--- config.mk ---
export PLATFORM = sky130hd
export DESIGN_NAME = carry_merge_unit
export DESIGN_NICKNAME = d
export VERILOG_FILES = /design/src/rtl/carry_merge_pkg.sv /design/src/rtl/cm_slot_qualify.sv /design/src/rtl/cm_last_select.sv /design/src/rtl/carry_merge_unit.sv
export SDC_FILE = /design/constraint.sdc
export NUM_CORES = 1
export LEC_CHECK = 0
export BUFFER_PORTS_ARGS = -buffer_cell sky130_fd_sc_hd__buf_2
export CORE_AREA = 2 2 39 41
export CTS_CLUSTER_SIZE = 30
export DETAILED_ROUTE_END_ITERATION = 10
export DIE_AREA = 0 0 41 43
export GPL_TIMING_DRIVEN = 0
export PLACE_DENSITY = 0.3
export SETUP_SLACK_MARGIN = 0.05
export SYNTH_ARGS = -nofsm -noshare
export SYNTH_HDL_FRONTEND = slang
export SYNTH_SLANG_ARGS = --single-unit
--- constraint.sdc ---
create_clock -name clk -period 0.9 [get_ports clk]
set_input_delay 0.045 -clock clk [delete_from_list [all_inputs] [get_ports clk]]
set_output_delay 0.045 -clock clk [all_outputs]
set_load 0.02 [all_outputs]
--- src/rtl/carry_merge_pkg.sv ---
package carry_merge_pkg;
   typedef enum logic [0:0] {
      SEL_RIPPLE = 1'b0,
      SEL_MASK   = 1'b1
   } cm_sel_style_e;

   localparam int unsigned CM_MAX_SLOTS = 16;
endpackage

--- src/rtl/cm_slot_qualify.sv ---
module cm_slot_qualify #(
   parameter int unsigned NUM_SLOTS = 4
) (
   input  logic [NUM_SLOTS-1:0] valid_i,
   input  logic [NUM_SLOTS-1:0] affects_i,
   output logic [NUM_SLOTS-1:0] qual_o
);
   for (genvar gi = 0; gi < NUM_SLOTS; gi++) begin : g_qual
      assign qual_o[gi] = valid_i[gi] & affects_i[gi];
   end
endmodule

--- src/rtl/cm_last_select.sv ---
module cm_last_select
   import carry_merge_pkg::*;
#(
   parameter int unsigned   NUM_SLOTS = 4,
   parameter cm_sel_style_e SEL_STYLE = SEL_MASK
) (
   input  logic                 clk,
   input  logic                 rst,
   input  logic [NUM_SLOTS-1:0] qual_i,
   input  logic [NUM_SLOTS-1:0] carry_i,
   output logic [NUM_SLOTS-1:0] grant_o,
   output logic                 any_o,
   output logic                 carry_o
);
   if (SEL_STYLE == SEL_RIPPLE) begin : g_ripple
      always_comb begin
         grant_o = '0;
         for (int i = 0; i < NUM_SLOTS; i++) begin
            if (qual_i[i]) begin
               grant_o    = '0;
               grant_o[i] = 1'b1;
            end
         end
      end
   end else begin : g_mask
      for (genvar gi = 0; gi < NUM_SLOTS; gi++) begin : g_slot
         if (gi == NUM_SLOTS - 1) begin : g_top
            assign grant_o[gi] = qual_i[gi];
         end else begin : g_low
            assign grant_o[gi] = qual_i[gi] & ~(|qual_i[NUM_SLOTS-1:gi+1]);
         end
      end
   end

   assign any_o   = |qual_i;
   assign carry_o = |(grant_o & carry_i);

   // at most one writer, and the writer must be a qualifying slot
   a_r3_single_grant : assert property (@(posedge clk) disable iff (rst)
      $onehot0(grant_o));
   a_r2_grant_qualified : assert property (@(posedge clk) disable iff (rst)
      (grant_o & ~qual_i) == '0);
   a_r3_some_grant : assert property (@(posedge clk) disable iff (rst)
      (qual_i != '0) |-> ($countones(grant_o) == 1));
endmodule

--- src/rtl/carry_merge_unit.sv ---
module carry_merge_unit
   import carry_merge_pkg::*;
#(
   parameter int unsigned   NUM_SLOTS = 4,
   parameter cm_sel_style_e SEL_STYLE = SEL_MASK
) (
   input  logic                 clk,
   input  logic                 rst,
   input  logic                 exc_entry,
   input  logic [NUM_SLOTS-1:0] slot_valid,
   input  logic [NUM_SLOTS-1:0] slot_affects,
   input  logic [NUM_SLOTS-1:0] slot_carry,
   output logic                 carry_q
);
   localparam int unsigned LAST = NUM_SLOTS - 1;

   if (NUM_SLOTS < 1 || NUM_SLOTS > CM_MAX_SLOTS) begin : g_bad_slots
      $error("carry_merge_unit: NUM_SLOTS out of range");
   end

   logic [NUM_SLOTS-1:0] qual;
   logic [NUM_SLOTS-1:0] grant;
   logic                 any_wr;
   logic                 win_carry;
   logic                 carry_d;

   cm_slot_qualify #(.NUM_SLOTS(NUM_SLOTS)) u_qual (
      .valid_i   (slot_valid),
      .affects_i (slot_affects),
      .qual_o    (qual)
   );

   cm_last_select #(.NUM_SLOTS(NUM_SLOTS), .SEL_STYLE(SEL_STYLE)) u_sel (
      .clk     (clk),
      .rst     (rst),
      .qual_i  (qual),
      .carry_i (slot_carry),
      .grant_o (grant),
      .any_o   (any_wr),
      .carry_o (win_carry)
   );

   always_comb begin
      if (exc_entry)   carry_d = 1'b0;
      else if (any_wr) carry_d = win_carry;
      else             carry_d = carry_q;
   end

   always_ff @(posedge clk) begin
      if (rst) carry_q <= 1'b0;
      else     carry_q <= carry_d;
   end

   // reset clears the bit
   a_r1_reset_clear : assert property (@(posedge clk)
      rst |=> !carry_q);
   // exception entry wins over any slot
   a_r5_exc_clear : assert property (@(posedge clk) disable iff (rst)
      exc_entry |=> !carry_q);
   // no qualifying slot holds the bit
   a_r4_hold : assert property (@(posedge clk) disable iff (rst)
      (!exc_entry && ((slot_valid & slot_affects) == '0)) |=> $stable(carry_q));
   // latest slot decides whenever it qualifies
   a_r3_last_wins : assert property (@(posedge clk) disable iff (rst)
      (!exc_entry && slot_valid[LAST] && slot_affects[LAST])
         |=> (carry_q == $past(slot_carry[LAST])));
   // the stored value always comes from one of the slots when written
   a_r2_from_slot : assert property (@(posedge clk) disable iff (rst)
      (!exc_entry && ((slot_valid & slot_affects & slot_carry) == '0)
                  && ((slot_valid & slot_affects) != '0)) |=> !carry_q);
endmodule

==> impl_metrics.json, run 1 <==
{
  "route.detailed.drc": 0,
  "synth_top_area_share": 0.213,
  "largest_reg_flops": 1,
  "io_buffers": 15,
  "cp-start-kind": "flop",
  "p_switching_mw": 0.0279,
  "drt_wl_total_um": 441,
  "syn_nets": 27,
  "grt_max_degree": 3,
  "cp.required_ns": 0.76,
  "crit_family": "compound AO/OA/AOI/OAI gates",
  "regMostFlops": "carry_q",
  "holdCritPathClass": "input pin to flop",
  "fin_skew_ns": 0,
  "coreArea_um2": 1380,
  "worst_slew_pin_slew_ns": 0.205,
  "setup_violations": 0,
  "final_max_slew_viol_count": 0,
  "final_cell_mix": "buf_2, nand2_1",
  "cts_hold_buf": 0,
  "die_x_um": 41,
  "cts_resized": 0,
  "clock_latency_ns": 0,
  "pwr-share-comb": 0.547,
  "fin_cells": 43,
  "relSlewSlack": 0.862,
  "dp.cells": 43,
  "antenna_found_initial": 0,
  "crit_path_end_kind": "flop",
  "largestRegisters": "carry_q: 1 flops",
  "drive_above_1_share": 0.667,
  "multi_input_area_um2": 73.8,
  "first_pass_iters": 1,
  "fin_tns_setup_ns": 0,
  "rsz0062_at_grt": "false",
  "grt_pass1_wl_um": 648,
  "path_clk_slew_ns": 0,
  "crit_buf_inv": 0,
  "post-route-period-util": 0.887,
  "irDropWorstVdd_mv": 0.168,
  "crit_start": "carry_q$_SDFFE_PP0P_",
  "start_util": 0.0678,
  "power.total_mw": 0.108,
  "finalWeightedCongestion": 0.555,
  "fin_crit_ns": 0.799,
  "pwr-share-clk": 0,
  "p_int_mw": 0.0804,
  "synth_warnings": 0,
  "wire_per_inst_um": 10.3,
  "placed_area_um2": 190,
  "synthTopCellsByArea": "dfxtp_1, a41oi_2, o211ai_2",
  "synth_area_per_cell_um2": 7.82,
  "finalHoldViolations": 0,
  "max_freq_mhz": 1250,
  "p_per_area_nw_per_um2": 570,
  "synth_cells": 12,
  "ys_types": 10,
  "critPathKind": "flop to flop",
  "synth_area_um2": 93.8,
  "num-fill-cells": 163,
  "via_per_inst": 3.37,
  "seqPwrFrac": 0.453,
  "yosysTopAreaCell": "dfxtp_1",
  "die_area_um2": 1760,
  "postCtsSetupRepairBufs": 0,
  "p_sw_frac": 0.258,
  "seq_area_frac_synth": 0.213,
  "overflow": 0,
  "finalNetCount": 44,
  "slowest_delay_ns": 0.29,
  "antenna_left": 0,
  "regArea_um2": 21.3,
  "post-route-cell-area_um2": 190,
  "hp-start": "rst",
  "diodes": 0,
  "leakagePower_nw": 0.0920,
  "boundaryPins": 16,
  "cp_cell_sequence": "a21boi_1, o211ai_2, a41oi_2",
  "syn_to_final_growth_pct": 103,
  "grt_usage": 0.0500,
  "whs_ns": 0.327,
  "status": "finished, final reports clean",
  "vias": 145,
  "cp.arrival_ns": 0.66,
  "worst_path_max_delay_cell": "dfxtp_2",
  "cp_max_fo": 2,
  "drv_cap": 0,
  "die_h_um": 43,
  "final_common_cell": "buf_2",
  "worstReg2RegStart": "carry_q$_SDFFE_PP0P_",
  "drt_iter0_markers": 0,
  "fp-row-count": 14,
  "grt_pass1_vias": 169,
  "ys_ff_latch": 1
}
==> cells in the mapped netlist (all sizes together) <==
cell type  number
a41oi           1
dfxtp           1
nand2           3
nor2            1
o211ai          1
a21boi          1
nand3           1
and3            1
o21ai           1
nand4           1
==> power by group through the flow <==
stage	clock network, mW	logic [mW]	registers, mW
2_1_floorplan	0	0.0179	0.0520
3_3_place_gp	0	0.0574	0.0490
3_5_place_dp	0	0.0594	0.0491
4_1_cts	0	0.0596	0.0491
5_1_grt	0	0.0654	0.0493
6_report	0	0.0593	0.0490
==> area by class of cell <==
cell class	instances	share of cell area
multi-input combinational	11	0.388
sequential	1	0.112
timing repair buffer	15	0.395
tap	16	0.105
==> tightest hold or removal path, cell delays in order <==
cell and delay (ns):
buf_2 0.08, nor2_1 0.03, o21ai_0 0.08, a41oi_2 0.04
==> cell families (layout without fill, tap and decap cells) <==
group / count (synthesis) / count (layout) / synth area share
and+or+nand+nor: 7 / 7 / 0.347
buffers and inverters: 0 / 15 / 0
AOI/OAI and AO/OA: 4 / 4 / 0.440
DFF: 1 / 1 / 0.213
==> metrics by stage <==
step                       util  worst slack [ns]
after floorplan               -            0.0666
after global placement    0.137             0.106
after detailed placement  0.137            0.0944
after CTS                 0.137            0.0972
after global routing      0.137            0.0592
final                     0.137             0.101
==> worst paths after layout <==
kind / end / slack [ns] / depth (start not counted)
min reg2reg: carry_q$_SDFFE_PP0P_ / 0.69 / 3
max reg2reg: carry_q$_SDFFE_PP0P_ / 0.10 / 3
max: carry_q$_SDFFE_PP0P_ / 0.10 / 3
min: carry_q$_SDFFE_PP0P_ / 0.33 / 4
==> routing by layer <==
| layer | track usage | wire (um) | vias up |
|---|---|---|---|
| met5 | 0 | 0 | - |
| met3 | 0.0262 | 106 | 0 |
| met2 | 0.0563 | 103 | 16 |
| li1 | - | - | 77 |
| met4 | 0 | 0 | 0 |
| met1 | 0.0857 | 231 | 52 |
No activity file was read; power rests on OpenSTA's default activity.
==> run 2, diff against run 1 <==
Settings changed: PLACE_DENSITY 0.3 to not set.
==> run 2 against run 1 <==
  * Via count down 0.69%
  * Critical path depth unchanged
  * Global-route usage fell by 2.6 points
  * Flip-flop and latch count stayed put
  * Sequential power about the same
  * Setup slack better by 0.0019 ns
  * Final cell count is the same
  * Wire length is 36% lower
  * Worst hold slack improved by 0.011 ns
==> impl_metrics.json, run 2 (synthesis gave the netlist of run 1 again) <==
{
  "largest_reg_flops": 1,
  "relSlewSlack": 0.840,
  "antenna_left": 0,
  "cp_cell_sequence": "a21boi_1, o211ai_2, a41oi_2",
  "boundaryPins": 16,
  "irDropWorstVdd_mv": 0.108,
  "finalNetCount": 44,
  "max_freq_mhz": 1260,
  "drt_wl_total_um": 282,
  "fin_crit_ns": 0.797,
  "leakagePower_nw": 0.0920,
  "cp_max_fo": 2,
  "fin_cells": 43,
  "fin_skew_ns": 0,
  "worstReg2RegStart": "carry_q$_SDFFE_PP0P_",
  "fp-row-count": 14,
  "route.detailed.drc": 0,
  "postCtsSetupRepairBufs": 0,
  "via_per_inst": 3.35,
  "largestRegisters": "carry_q: 1 flops",
  "hpwlAfterDp_um": 264,
  "antenna_found_initial": 0,
  "holdPathStages": 4,
  "fin_tns_setup_ns": 0,
  "overflow": 0,
  "rr_endpoint": "carry_q$_SDFFE_PP0P_",
  "drive_above_1_share": 0.667,
  "grt_max_degree": 3,
  "final_cell_mix": "buf_2, nand2_1",
  "cts_resized": 0,
  "p_per_area_nw_per_um2": 552,
  "cts_hold_buf": 0,
  "holdCritPathClass": "input pin to flop",
  "io_buffers": 15,
  "grt_pass1_wl_um": 310,
  "worst_path_max_delay_cell": "dfxtp_2",
  "slowest_delay_ns": 0.29,
  "start_util": 0.0678,
  "die_x_um": 41,
  "grt_pass1_vias": 93,
  "finalHoldViolations": 0,
  "status": "finished, final reports clean",
  "rsz0062_at_grt": "false",
  "hp-start": "rst",
  "diodes": 0,
  "grt_usage": 0.0240,
  "final_max_slew_viol_count": 0,
  "first_pass_iters": 1,
  "setup_violations": 0,
  "path_clk_slew_ns": 0,
  "crit_family": "compound AO/OA/AOI/OAI gates",
  "reg2reg_slack_ns": 0.10,
  "syn_to_final_growth_pct": 103,
  "drt_iter0_markers": 0,
  "worst_slew_pin_slew_ns": 0.237,
  "drv_cap": 0,
  "crit_buf_inv": 0,
  "wire_per_inst_um": 6.56,
  "crit_path_end_kind": "flop",
  "die_area_um2": 1760,
  "critPathKind": "flop to flop",
  "cp-start-kind": "flop",
  "post-route-period-util": 0.885,
  "die_h_um": 43,
  "coreArea_um2": 1380,
  "dp.cells": 43,
  "cp.required_ns": 0.76,
  "clock_latency_ns": 0,
  "worstRegToRegCells": 3,
  "finalWeightedCongestion": 0.510,
  "power.total_mw": 0.105,
  "vias": 144,
  "num-fill-cells": 160,
  "min_to": "carry_q$_SDFFE_PP0P_",
  "regMostFlops": "carry_q",
  "cp.arrival_ns": 0.66,
  "final_common_cell": "buf_2"
}
## run 2: cell counts in the layout (fill, tap and decap cells not counted)
Identical to the previous run, type by type.
## run 2: worst max-delay path by stage
| stage | from | end | slack (ns) | depth (start not counted) |
|---|---|---|---|---|
| 2_1_floorplan | carry_q$_SDFFE_PP0P_ | carry_q$_SDFFE_PP0P_ | 0.07 | 3 |
| 3_3_place_gp | carry_q$_SDFFE_PP0P_ | carry_q$_SDFFE_PP0P_ | 0.1 | 3 |
| 3_5_place_dp | carry_q$_SDFFE_PP0P_ | carry_q$_SDFFE_PP0P_ | 0.09 | 3 |
| 4_1_cts | carry_q$_SDFFE_PP0P_ | carry_q$_SDFFE_PP0P_ | 0.09 | 3 |
| 5_1_grt | carry_q$_SDFFE_PP0P_ | carry_q$_SDFFE_PP0P_ | 0.06 | 3 |
| 6_report | carry_q$_SDFFE_PP0P_ | carry_q$_SDFFE_PP0P_ | 0.10 | 3 |
## run 2: final cells by class
cell class                 instances  area (um^2)  area share
multi-input combinational         11         73.8       0.388
timing repair buffer              15         75.1       0.395
sequential                         1         21.3       0.112
tap                               16         20.0       0.105
## run 2: metrics by stage
stage | utilization | hold slack (ns) | setup WS, ns | cell area (um^2)
after floorplan | - | 0.223 | 0.0666 | 95.1
after global placement | 0.137 | 0.352 | 0.0953 | 190
after detailed placement | 0.137 | 0.355 | 0.0897 | 190
after CTS | 0.137 | 0.355 | 0.0897 | 190
after global routing | 0.137 | 0.374 | 0.0572 | 190
final | 0.137 | 0.338 | 0.103 | 190
## run 2: worst min-delay path: cells and delay by family
kind	cells	cell delay (ns)
compound gates	2	0.13
simple gates	1	0.03
buf+inv	1	0.07
## run 2: routing by layer
metal	global-route usage	vias up	routed length, um
li1	-	78	-
met1	0.0317	51	137
met2	0.0438	15	89
met3	0	0	56
met4	0	0	0
met5	0	-	0
## run 2: where the power goes
group	total, mW	internal [mW]	switching, mW	leakage [nW]
Combinational	0.0562	0.0322	0.0241	0.0834
Sequential	0.0488	0.0480	0.000743	0.00860
Clock	0	0	0	0
Total	0.105	0.0802	0.0248	0.0920
==> run 3, diff against run 2 <==
Settings changed: CTS_BUF_LIST set to sky130_fd_sc_hd__clkbuf_16, GPL_ROUTABILITY_DRIVEN set to 0, PLACE_DENSITY_LB_ADDON set to 0.25.
==> run 3 against run 2 <==
  * Fmax fell by 3.5%
  * Global-route usage rose by 1.7 points
  * Sequential power up 1%
  * Flip-flop and latch count is the same
  * Combinational power up 2%
  * Die area did not move
  * Wire length up 41%
  * Final area stayed put
  * Clock skew is the same
  * Core utilization did not move
  * Critical endpoint unchanged
  * Via count decreased by 5.6%
  * Setup slack lost 0.029 ns
==> impl_metrics.json, run 3 (synthesis gave the netlist of run 1 again) <==
{
  "antenna_left": 0,
  "largest_reg_flops": 1,
  "power.total_mw": 0.107,
  "final_common_cell": "buf_2",
  "io_buffers": 15,
  "final_max_slew_viol_count": 0,
  "route.detailed.drc": 0,
  "whs_ns": 0.320,
  "critPathKind": "flop to flop",
  "top_usage_layer": "met1",
  "largestRegisters": "carry_q: 1 flops",
  "drt_wl_total_um": 398,
  "first_pass_iters": 3,
  "grt.met3_usage": 0.00524,
  "crit_start": "carry_q$_SDFFE_PP0P_",
  "final_cell_mix": "buf_2, nand2_1",
  "finalHoldViolations": 0,
  "drive_above_1_share": 0.667,
  "rr_endpoint": "carry_q$_SDFFE_PP0P_",
  "leakagePower_nw": 0.0920,
  "critPathCapture": "carry_q$_SDFFE_PP0P_",
  "worst_slew_pin_slew_ns": 0.195,
  "drt_iter0_markers": 2,
  "wire_per_inst_um": 9.26,
  "fp-row-count": 14,
  "syn_to_final_growth_pct": 103,
  "vias": 136,
  "grt_pass1_wl_um": 489,
  "fin_skew_ns": 0,
  "worstReg2RegStart": "carry_q$_SDFFE_PP0P_",
  "regMostFlops": "carry_q",
  "diodes": 0,
  "p_per_area_nw_per_um2": 560,
  "drv_cap": 0,
  "num-fill-cells": 158,
  "antenna_found_initial": 0,
  "grt_pass1_vias": 118,
  "finalNetCount": 44,
  "start_util": 0.0678,
  "cp.arrival_ns": 0.69,
  "cp-start-kind": "flop",
  "clock_latency_ns": 0,
  "irDropWorstVdd_mv": 0.212,
  "worst_path_max_delay_cell": "dfxtp_2",
  "holdCritPathClass": "input pin to flop",
  "regArea_um2": 21.3,
  "finish.utilization": 0.137,
  "crit_path_end_kind": "flop",
  "boundaryPins": 16,
  "relSlewSlack": 0.869,
  "cp_max_fo": 2,
  "max_freq_mhz": 1210,
  "die_x_um": 41,
  "multi_input_area_um2": 73.8,
  "worstRegToRegCells": 3,
  "post-route-period-util": 0.917,
  "coreArea_um2": 1380,
  "setup_violations": 0,
  "cts_resized": 0,
  "grt_usage": 0.0410,
  "overflow": 0,
  "grt.met1_usage": 0.0924,
  "fin_tns_setup_ns": 0,
  "rsz0062_at_grt": "true",
  "reg2reg_slack_ns": 0.07,
  "cp_cell_sequence": "a21boi_1, o211ai_2, a41oi_2",
  "via_per_inst": 3.16,
  "slowest_delay_ns": 0.30,
  "fin_crit_ns": 0.826,
  "grt_max_degree": 3,
  "die_area_um2": 1760,
  "cp.required_ns": 0.76,
  "grt_util_met2": 0.0344,
  "die_h_um": 43,
  "path_clk_slew_ns": 0,
  "status": "finished, final reports clean"
}
[run 3: cell counts in the layout (fill, tap and decap cells not counted)]
No cell type changed its count.
[run 3: worst max-delay path, delay by kind of cell (launching register included)]
family	cells	cell delay, ns
compound gates	3	0.39
flops	1	0.30
[run 3: worst min-delay path by stage]
stage / start / to / slack (ns) / cells after the start
global placement: rst / carry_q$_SDFFE_PP0P_ / 0.33 / 4
detailed placement: rst / carry_q$_SDFFE_PP0P_ / 0.32 / 4
floorplan: rst / carry_q$_SDFFE_PP0P_ / 0.22 / 3
finish: rst / carry_q$_SDFFE_PP0P_ / 0.32 / 4
CTS: rst / carry_q$_SDFFE_PP0P_ / 0.32 / 4
global route: rst / carry_q$_SDFFE_PP0P_ / 0.35 / 4
[run 3: routing by layer]
layer	wire, um	part of all wire	up-vias
met5	0	0	-
met4	0	0	0
met3	86	0.22	0
met2	68	0.17	16
met1	242	0.61	43
li1	-	-	77
[run 3: where the power goes]
part	internal, mW	switching, mW
registers	0.0481	0.00132
clock network	0	0
logic	0.0322	0.0249
total	0.0803	0.0263
[run 3: cell type report]
class,count,area share
timing repair buffer,15,0.395
multi-input combinational,11,0.388
sequential,1,0.112
tap,16,0.105
[run 3: stage by stage]
step / setup slack, ns / instance area, um^2 / std cells
floorplan: 0.0666 / 95.1 / 12
global placement: 0.0747 / 190 / 43
detailed placement: 0.0620 / 190 / 43
CTS: 0.0620 / 190 / 43
global route: 0.00635 / 190 / 43
finish: 0.0744 / 190 / 43
[run 3: repair_timing]
item | CTS | global route
buffers inserted | 0 | 0
hold buffers | 0 | 0
setup endpoints to repair | 0 | 1
